## src/rtl/seg_addr_pkg.sv

```systemverilog
package seg_addr_pkg;

  // displacement width selector codes
  typedef enum logic [1:0] {
    DISP_BYTE     = 2'd0,
    DISP_HALF     = 2'd1,
    DISP_WORD     = 2'd2,
    DISP_WORD_ALT = 2'd3
  } dispWidth_e;

  // number of distinct displacement widths
  localparam int NUM_DISP_W = 3;

  // strobes from control to datapath
  typedef struct packed {
    logic load;     // capture a new result
    logic validSet; // raise output valid next cycle
  } ctrlStrobe_t;

  // significant bits for displacement width number g
  function automatic int dispBits(input int g);
    return 8 << g;
  endfunction

endpackage

```

## src/rtl/seg_addr_ctrl.sv

```systemverilog
module seg_addr_ctrl
  import seg_addr_pkg::*;
(
  input  logic        clk,
  input  logic        rstN,
  input  logic        inValid,
  output logic        inReady,
  output logic        outValid,
  output ctrlStrobe_t strobe
);

  logic readyQ;
  logic validQ;

  // ready rises after the first edge out of reset
  always_ff @(posedge clk) begin
    if (!rstN) readyQ <= 1'b0;
    else       readyQ <= 1'b1;
  end

  always_comb begin
    strobe.load     = inValid && readyQ;
    strobe.validSet = inValid && readyQ;
  end

  always_ff @(posedge clk) begin
    if (!rstN) validQ <= 1'b0;
    else       validQ <= strobe.validSet;
  end

  assign inReady  = readyQ;
  assign outValid = validQ;

endmodule

```

## src/rtl/seg_addr_dp.sv

```systemverilog
module seg_addr_dp
  import seg_addr_pkg::*;
#(
  parameter int ADDR_W  = 32,
  parameter int SCALE_W = 2
) (
  input  logic               clk,
  input  logic               rstN,
  input  ctrlStrobe_t        strobe,
  input  logic               hasBase,
  input  logic               hasIndex,
  input  logic               hasDisp,
  input  logic [ADDR_W-1:0]  baseVal,
  input  logic [ADDR_W-1:0]  indexVal,
  input  logic [SCALE_W-1:0] scaleSel,
  input  logic [1:0]         dispSel,
  input  logic [ADDR_W-1:0]  dispVal,
  input  logic [ADDR_W-1:0]  segBase,
  output logic [ADDR_W-1:0]  outOffset,
  output logic [ADDR_W-1:0]  outLinear
);

  localparam int NUM_SCALE = 1 << SCALE_W;

  logic [ADDR_W-1:0] extCand   [NUM_DISP_W];
  logic [ADDR_W-1:0] scaleCand [NUM_SCALE];

  // one sign extender per supported displacement width
  for (genvar g = 0; g < NUM_DISP_W; g++) begin : gDispExt
    localparam int W = dispBits(g);
    if (W < ADDR_W) begin : gNarrow
      assign extCand[g] = {{(ADDR_W - W){dispVal[W-1]}}, dispVal[W-1:0]};
    end else begin : gFull
      assign extCand[g] = dispVal;
    end
  end

  // one shifted copy of the index per scale code
  for (genvar s = 0; s < NUM_SCALE; s++) begin : gScale
    assign scaleCand[s] = indexVal << s;
  end

  logic [ADDR_W-1:0] baseTerm;
  logic [ADDR_W-1:0] indexTerm;
  logic [ADDR_W-1:0] dispTerm;
  logic [ADDR_W-1:0] offsetSum;
  logic [ADDR_W-1:0] linearSum;
  logic [1:0]        dispPick;

  always_comb begin
    dispPick  = (dispSel == DISP_WORD_ALT) ? 2'(DISP_WORD) : dispSel;
    baseTerm  = hasBase  ? baseVal             : '0;
    indexTerm = hasIndex ? scaleCand[scaleSel] : '0;
    dispTerm  = hasDisp  ? extCand[dispPick]   : '0;
    offsetSum = baseTerm + indexTerm + dispTerm;
    linearSum = segBase + offsetSum;
  end

  logic [ADDR_W-1:0] offsetQ;
  logic [ADDR_W-1:0] linearQ;

  always_ff @(posedge clk) begin
    if (!rstN) begin
      offsetQ <= '0;
      linearQ <= '0;
    end else if (strobe.load) begin
      offsetQ <= offsetSum;
      linearQ <= linearSum;
    end
  end

  assign outOffset = offsetQ;
  assign outLinear = linearQ;

endmodule

```

## src/rtl/seg_addr_gen.sv

```systemverilog
module seg_addr_gen
  import seg_addr_pkg::*;
#(
  parameter int ADDR_W = 32
) (
  input  logic              clk,
  input  logic              rstN,
  input  logic              inValid,
  output logic              inReady,
  input  logic              hasBase,
  input  logic              hasIndex,
  input  logic              hasDisp,
  input  logic [ADDR_W-1:0] baseVal,
  input  logic [ADDR_W-1:0] indexVal,
  input  logic [1:0]        scaleSel,
  input  logic [1:0]        dispSel,
  input  logic [ADDR_W-1:0] dispVal,
  input  logic [ADDR_W-1:0] segBase,
  output logic              outValid,
  output logic [ADDR_W-1:0] outOffset,
  output logic [ADDR_W-1:0] outLinear
);

  ctrlStrobe_t strobe;

  seg_addr_ctrl uCtrl (
    .clk      (clk),
    .rstN     (rstN),
    .inValid  (inValid),
    .inReady  (inReady),
    .outValid (outValid),
    .strobe   (strobe)
  );

  seg_addr_dp #(.ADDR_W(ADDR_W), .SCALE_W(2)) uDp (
    .clk       (clk),
    .rstN      (rstN),
    .strobe    (strobe),
    .hasBase   (hasBase),
    .hasIndex  (hasIndex),
    .hasDisp   (hasDisp),
    .baseVal   (baseVal),
    .indexVal  (indexVal),
    .scaleSel  (scaleSel),
    .dispSel   (dispSel),
    .dispVal   (dispVal),
    .segBase   (segBase),
    .outOffset (outOffset),
    .outLinear (outLinear)
  );

endmodule

```

## config.mk

```make
export PLATFORM = sky130hd
export DESIGN_NAME = seg_addr_gen
export DESIGN_NICKNAME = d
export VERILOG_FILES = /design/src/rtl/seg_addr_pkg.sv /design/src/rtl/seg_addr_ctrl.sv /design/src/rtl/seg_addr_dp.sv /design/src/rtl/seg_addr_gen.sv
export SDC_FILE = /design/constraint.sdc
export NUM_CORES = 1
export LEC_CHECK = 0
export BUFFER_PORTS_ARGS = -buffer_cell sky130_fd_sc_hd__clkbuf_2
export CORE_MARGIN = 4
export CORE_UTILIZATION = 43
export CTS_CLUSTER_SIZE = 40
export DETAILED_ROUTE_END_ITERATION = 10
export PLACE_DENSITY = 0.78
export SETUP_SLACK_MARGIN = 0.02
export SLEW_MARGIN = 20
export SYNTH_ARGS = -nofsm -noshare
export SYNTH_HDL_FRONTEND = slang
export SYNTH_SLANG_ARGS = --single-unit
```

## constraint.sdc

```tcl
create_clock -name clk -period 18.3 [get_ports clk]
set_input_delay 0.915 -clock clk [delete_from_list [all_inputs] [get_ports clk]]
set_output_delay 0.915 -clock clk [all_outputs]
set_load 0.01 [all_outputs]
```

## Word-level counts from Yosys, hierarchy flattened

Index checks and enable logic that the tools add are counted.

- Flip-flop bits (word level): 66
- Input port bits: 138
- Logic and storage cells: 24

- Add/sub/neg operators: 3
- $lt $le $gt $ge: 2
- Equal/unequal tests: 1
- Muxes and demuxes: 11
- Bitwise gates (word level): 2
- Reductions and logical operators: 1

Operators by type and width:

| operator | number |
|---|---|
| 32-bit 2-to-1 mux | 7 |
| 32-bit binary-select mux with 2-bit select | 2 |
| 32-bit adder | 3 |
| 3-bit greater-or-equal comparator, second input constant | 2 |
| 2-bit NOT with 3-bit output | 2 |
| 2-bit equality test, second input constant | 1 |
| 2-bit 2-to-1 mux | 1 |
| 1-bit logical AND | 1 |
| 1-bit 2-to-1 mux | 1 |

## Depth between registers and ports, before layout

- Depth after elaboration: 9
- Depth in mapped cells: 28
- Depth with buffers taken out: 25

## Cells and area by module

A second synthesis with hierarchy kept.

- Cell total of the unflattened synthesis: 929
- Area, all modules: 7818.7 um^2

Modules (own cells, without submodules):

| module | instances | cells each | area an instance (um^2) | sequential area each (um^2) |
|---|---|---|---|---|
| seg_addr_dp | 1 | 924 | 7758.7 | 1281.2 |
| seg_addr_ctrl | 1 | 5 | 60.1 | 40.0 |

## Worst setup path before layout

OpenSTA, ideal clock, no wires.

- Path kind: in2reg
- From: input port scaleSel[0]
- To: register uDp.linearQ[30] (netlist: uDp.outLinear[30])
- Setup time: 120 ps
- Arrival time: 6599 ps
- Path slack: 11581 ps
- Cell stages on the path: 28
- Buffers on the path: 3
- Path through: clkbuf_1 > clkbuf_1 > mux2_2 > nand2_1 > fa_1 > inv_1 > ha_1 > fa_1 > a211oi_1 > o21ai_1 > nand3_1 > a21boi_1 > a221oi_1 > o21bai_1 > a21oi_1 > o31ai_1 > xnor2_1 > ha_1 > clkbuf_1 > nand2_1 > nor2_1 > a221o_1 > nor2_1 > a21oi_1 > o41a_1 > a22oi_1 > nor4_1 > a211o_1

- Longest elaborated chain between the ends: 8

RTL lines:

| what | RTL line | RTL |
|---|---|---|
| from (decl) | seg_addr_gen.sv:15 | `input logic [1:0] scaleSel,` |
| 2-bit NOT with 3-bit output (implied by the code) | seg_addr_dp.sv:53 | `indexTerm = hasIndex ? scaleCand[scaleSel] : '0;` |
| 32-bit binary-select mux with 2-bit select | seg_addr_dp.sv:53 |  |
| 32-bit 2-to-1 mux (implied by the code) (2 in series) | seg_addr_dp.sv:53 |  |
| 32-bit 2-to-1 mux | seg_addr_dp.sv:53 |  |
| 32-bit adder (2 in series) | seg_addr_dp.sv:55 | `offsetSum = baseTerm + indexTerm + dispTerm;` |
| net uDp.offsetSum[21] | seg_addr_dp.sv:46 | `logic [ADDR_W-1:0] offsetSum;` |
| 32-bit adder | seg_addr_dp.sv:56 | `linearSum = segBase + offsetSum;` |
| to (signal assigned) | seg_addr_dp.sv:68 | `linearQ <= linearSum;` |
| to (decl) | seg_addr_dp.sv:60 | `logic [ADDR_W-1:0] linearQ;` |

The timed path passes the listed nets, and every way through them passes these cells. The select of a mux whose other input is x is not followed.
A chain may end at the register's enable or synchronous reset.

## Worst setup path after layout

Same ends and word-level chain as after synthesis.

==> results.py <==
metrics = {
    "synth": {
        "synth_top_area_share_pct": 17.6,
        "synthSimpleGateAreaFrac_pct": 20.6,
        "synth.avg_cell_area_sq_um": 7.50,
        "ys_warn_count": 0,
        "synth_cell_types": 75,
        "syn_area_sq_um": 7510,
        "synth_edf_count": 0,
        "ys_seq_area_share_pct": 17.6,
        "synth_top_cell_by_area": "dfxtp_1",
        "synth_top_family_by_area": "compound AO/OA/AOI/OAI gates",
        "yosys.area_share.adder_pct": 19.3,
        "synthTopCellsByCount": "nand2_1 (187), a21oi_1 (91), inv_1 (73), dfxtp_1 (66), ha_1 (63)",
        "synth_xor_xnor_area_share_pct": 6.76,
        "synth_area_leaders": "dfxtp_1 (18%), ha_1 (10%), nand2_1 (9.3%)",
        "synth.most_common_cell": "nand2_1",
        "synth-compound-area-share_pct": 24.4,
        "netlist_instances": 1001,
        "yosys_most_used_dff": "dfxtp_1",
        "ys_async_sr_fraction_pct": 0,
        "muxShareOfSynthArea_pct": 5.00,
        "synth_seq_cells": 66,
        "syn_nets": 1235,
    },
    "cells_and_area": {
        "area_delta_synth_final_pct": 18.6,
        "final_core_util_pct": 51.7,
        "fin_nets": 1400,
        "antenna_cells": 0,
        "drive_gt1_share_pct": 21.3,
        "fill_cells": 1684,
        "multi_input_area_sq_um": 5710,
        "seqCellArea_sq_um": 1320,
    },
    "die": {
        "die_x_um": 140,
        "die_area_sq_um": 19600,
        "die_h_um": 140,
        "start_util_pct": 43.6,
        "pin_count": 204,
        "core_sq_um": 17200,
        "std_cell_rows": 48,
    },
    "sta": {
        "max_freq_mhz": 137,
        "setup-violations-final": 0,
        "fin_crit_ps": 7280,
        "fin_crit_sh_pct": 39.8,
        "fin_hold_ws_ps": 447,
        "clock_skew_ps": 8.88,
        "worstMarginPinSlew_ps": 882,
        "final_hold_viol_count": 0,
        "maxSlewHeadroom_pct": 39.7,
        "setup_tns_ps": 0,
        "rsz0062_at_grt": "no",
        "slew_viol_final": 0,
    },
    "setup_path": {
        "end_kind": "register",
        "setup.worst_path.class": "primary input to register",
        "r2r-start": "uCtrl.inReady$_DFF_P_",
        "startpoint": "scaleSel[0]",
        "cpPeakStageDelay_ps": 680,
        "cp.arrival_ps": 7500,
        "r2r_slack_ps": 16490,
        "critPathMostFrequentCell": "a21oi_1",
        "r2r_cells": 5,
        "start_kind": "primary input",
        "crit_path_top_delay_cell": "clkbuf_2",
        "cp.required_ps": 18520,
        "crit_fanout": 33,
    },
    "clock_tree": {
        "clk_pin_slew_worst_paths_ps": 60,
        "h-tree-depth": 3,
        "clockRootBuffer": "clkbuf_16",
        "cts_num_sinks": 66,
        "cts_buffer_depth": 2,
        "cts_resized": 0,
        "cts_buffers": 9,
        "hold_buffers": 0,
        "cts_tree": "built",
        "insertion_delay_ps": 330,
        "post_cts_buffers": 0,
    },
    "place": {
        "dp_hpwl_um": 17500,
        "port_buffers": 203,
        "place_congestion": 0.949,
    },
    "grt": {
        "grt_first_pass_wirelength_um": 34300,
        "first_global_vias": 7196,
        "grt_overflow_total": 0,
        "grtUsageTotal_pct": 20.8,
        "grt_max_degree": 67,
        "antenna_found_initial": 0,
    },
    "min_path": {
        "hp-class": "register to register",
        "hold_path_depth": 2,
        "min_from": "uDp.outLinear[6]$_SDFFE_PN0P_",
    },
    "detailed_routing": {
        "drtIter0Drc": 449,
        "viasPerCell": 5.36,
        "drtPass1Iterations": 5,
        "drtAntennaViolNets": 0,
        "drc": 0,
        "vias": 7480,
        "routed_wirelength_um": 21100,
        "post_drt_wl_per_cell_um": 15.2,
    },
    "job": {
        "drv_cap": 0,
    },
    "power_and_ir_drop": {
        "leakage_uw": 0.00435,
        "vdd_drop_max_uv": 59.2,
        "cellPowerDensity_nw_per_um2": 95.6,
    },
    "run_status": {
        "status": "completed",
    },
}
==> cell type report <==
class,count,share of cell area [%]
Inverter,74,3.12
Timing Repair Buffer,206,11.7
Tap cell,225,3.16
Sequential cell,66,14.8
Clock buffer,12,2.88
Multi-Input combinational cell,809,64.2
Clock inverter,3,0.169
==> flip-flops by register name, indices dropped and copies added (netlist names) <==
register,flops
uDp.outOffset,32
uCtrl.outValid,1
uCtrl.inReady,1
uDp.outLinear,32
==> cell usage in the layout (no fill, tap or decap), types with 4 or more instances in the layout <==
cell,netlist,final
clkbuf_2,0,203
nand2_1,187,186
a21oi_1,91,91
inv_1,73,73
dfxtp_1,66,66
ha_1,63,63
o21ai_0,55,55
nor2_1,39,39
nand3_1,39,39
xnor2_1,34,34
fa_1,33,33
mux2i_1,24,24
o211ai_1,23,23
xor2_1,19,19
a21o_1,19,19
o21a_1,19,19
a31oi_1,12,12
nor3_1,11,11
a211oi_1,10,10
o21bai_1,10,10
mux2_2,9,9
clkbuf_16,0,9
and2_1,8,7
and3_1,7,7
nand4_1,6,6
nand2b_1,6,6
or2_2,5,5
o2bb2ai_1,5,5
o21ai_1,4,4
a221oi_1,4,4
o31ai_1,4,4
==> worst max-delay path, delay by kind of cell <==
| family | cells | cell delay, ps |
|---|---|---|
| AND/OR/NAND/NOR | 4 | 400 |
| XOR/XNOR | 1 | 250 |
| adder cells (fa/ha/maj) | 4 | 1540 |
| buffers and inverters | 2 | 720 |
| AO/OA/AOI/OAI | 13 | 3320 |
| multiplexers | 1 | 320 |
==> layer usage <==
| metal | track usage, % | up-vias | share of wire [%] |
|---|---|---|---|
| li1 | - | 3843 | - |
| met1 | 29.5 | 3357 | 49 |
| met2 | 33.0 | 253 | 43 |
| met3 | 2.56 | 27 | 5.7 |
| met4 | 6.43 | 0 | 2.3 |
| met5 | 0 | - | 0 |
==> stage by stage <==
step / instance area, sq um / setup slack, ps / total power, uW / instances
3_5_place_dp: 8630 / 10760 / 695 / 1380
5_1_grt: 8900 / 10480 / 925 / 1395
4_1_cts: 8900 / 11100 / 856 / 1395
3_3_place_gp: 8630 / 10910 / 689 / 1380
6_report: 8900 / 11020 / 852 / 1395
2_1_floorplan: 7510 / 11580 / 560 / 1001
==> where the power goes <==
group,internal (uW),switching [uW],leakage (uW)
registers,166,12.0,0.000540
clock network,97.5,59.2,0.000138
logic,213,304,0.00367
==> logic make-up (layout without fill, tap and decap cells) <==
kind of cell | after synthesis | count (layout)
compound gates | 284 | 284
buf+inv | 126 | 295
flops | 66 | 66
fa+ha+maj | 96 | 96
xor+xnor | 55 | 55
simple gates | 339 | 339
mux | 35 | 35
==> path summary, 6_finish.rpt <==
| check | endpoint |
|---|---|
| max | uDp.outLinear[30]$_SDFFE_PN0P_ |
| min | uDp.outLinear[6]$_SDFFE_PN0P_ |
| max reg2reg | uDp.outOffset[17]$_SDFFE_PN0P_ |
| min reg2reg | uDp.outLinear[6]$_SDFFE_PN0P_ |
No activity file was read; power rests on OpenSTA's default activity.
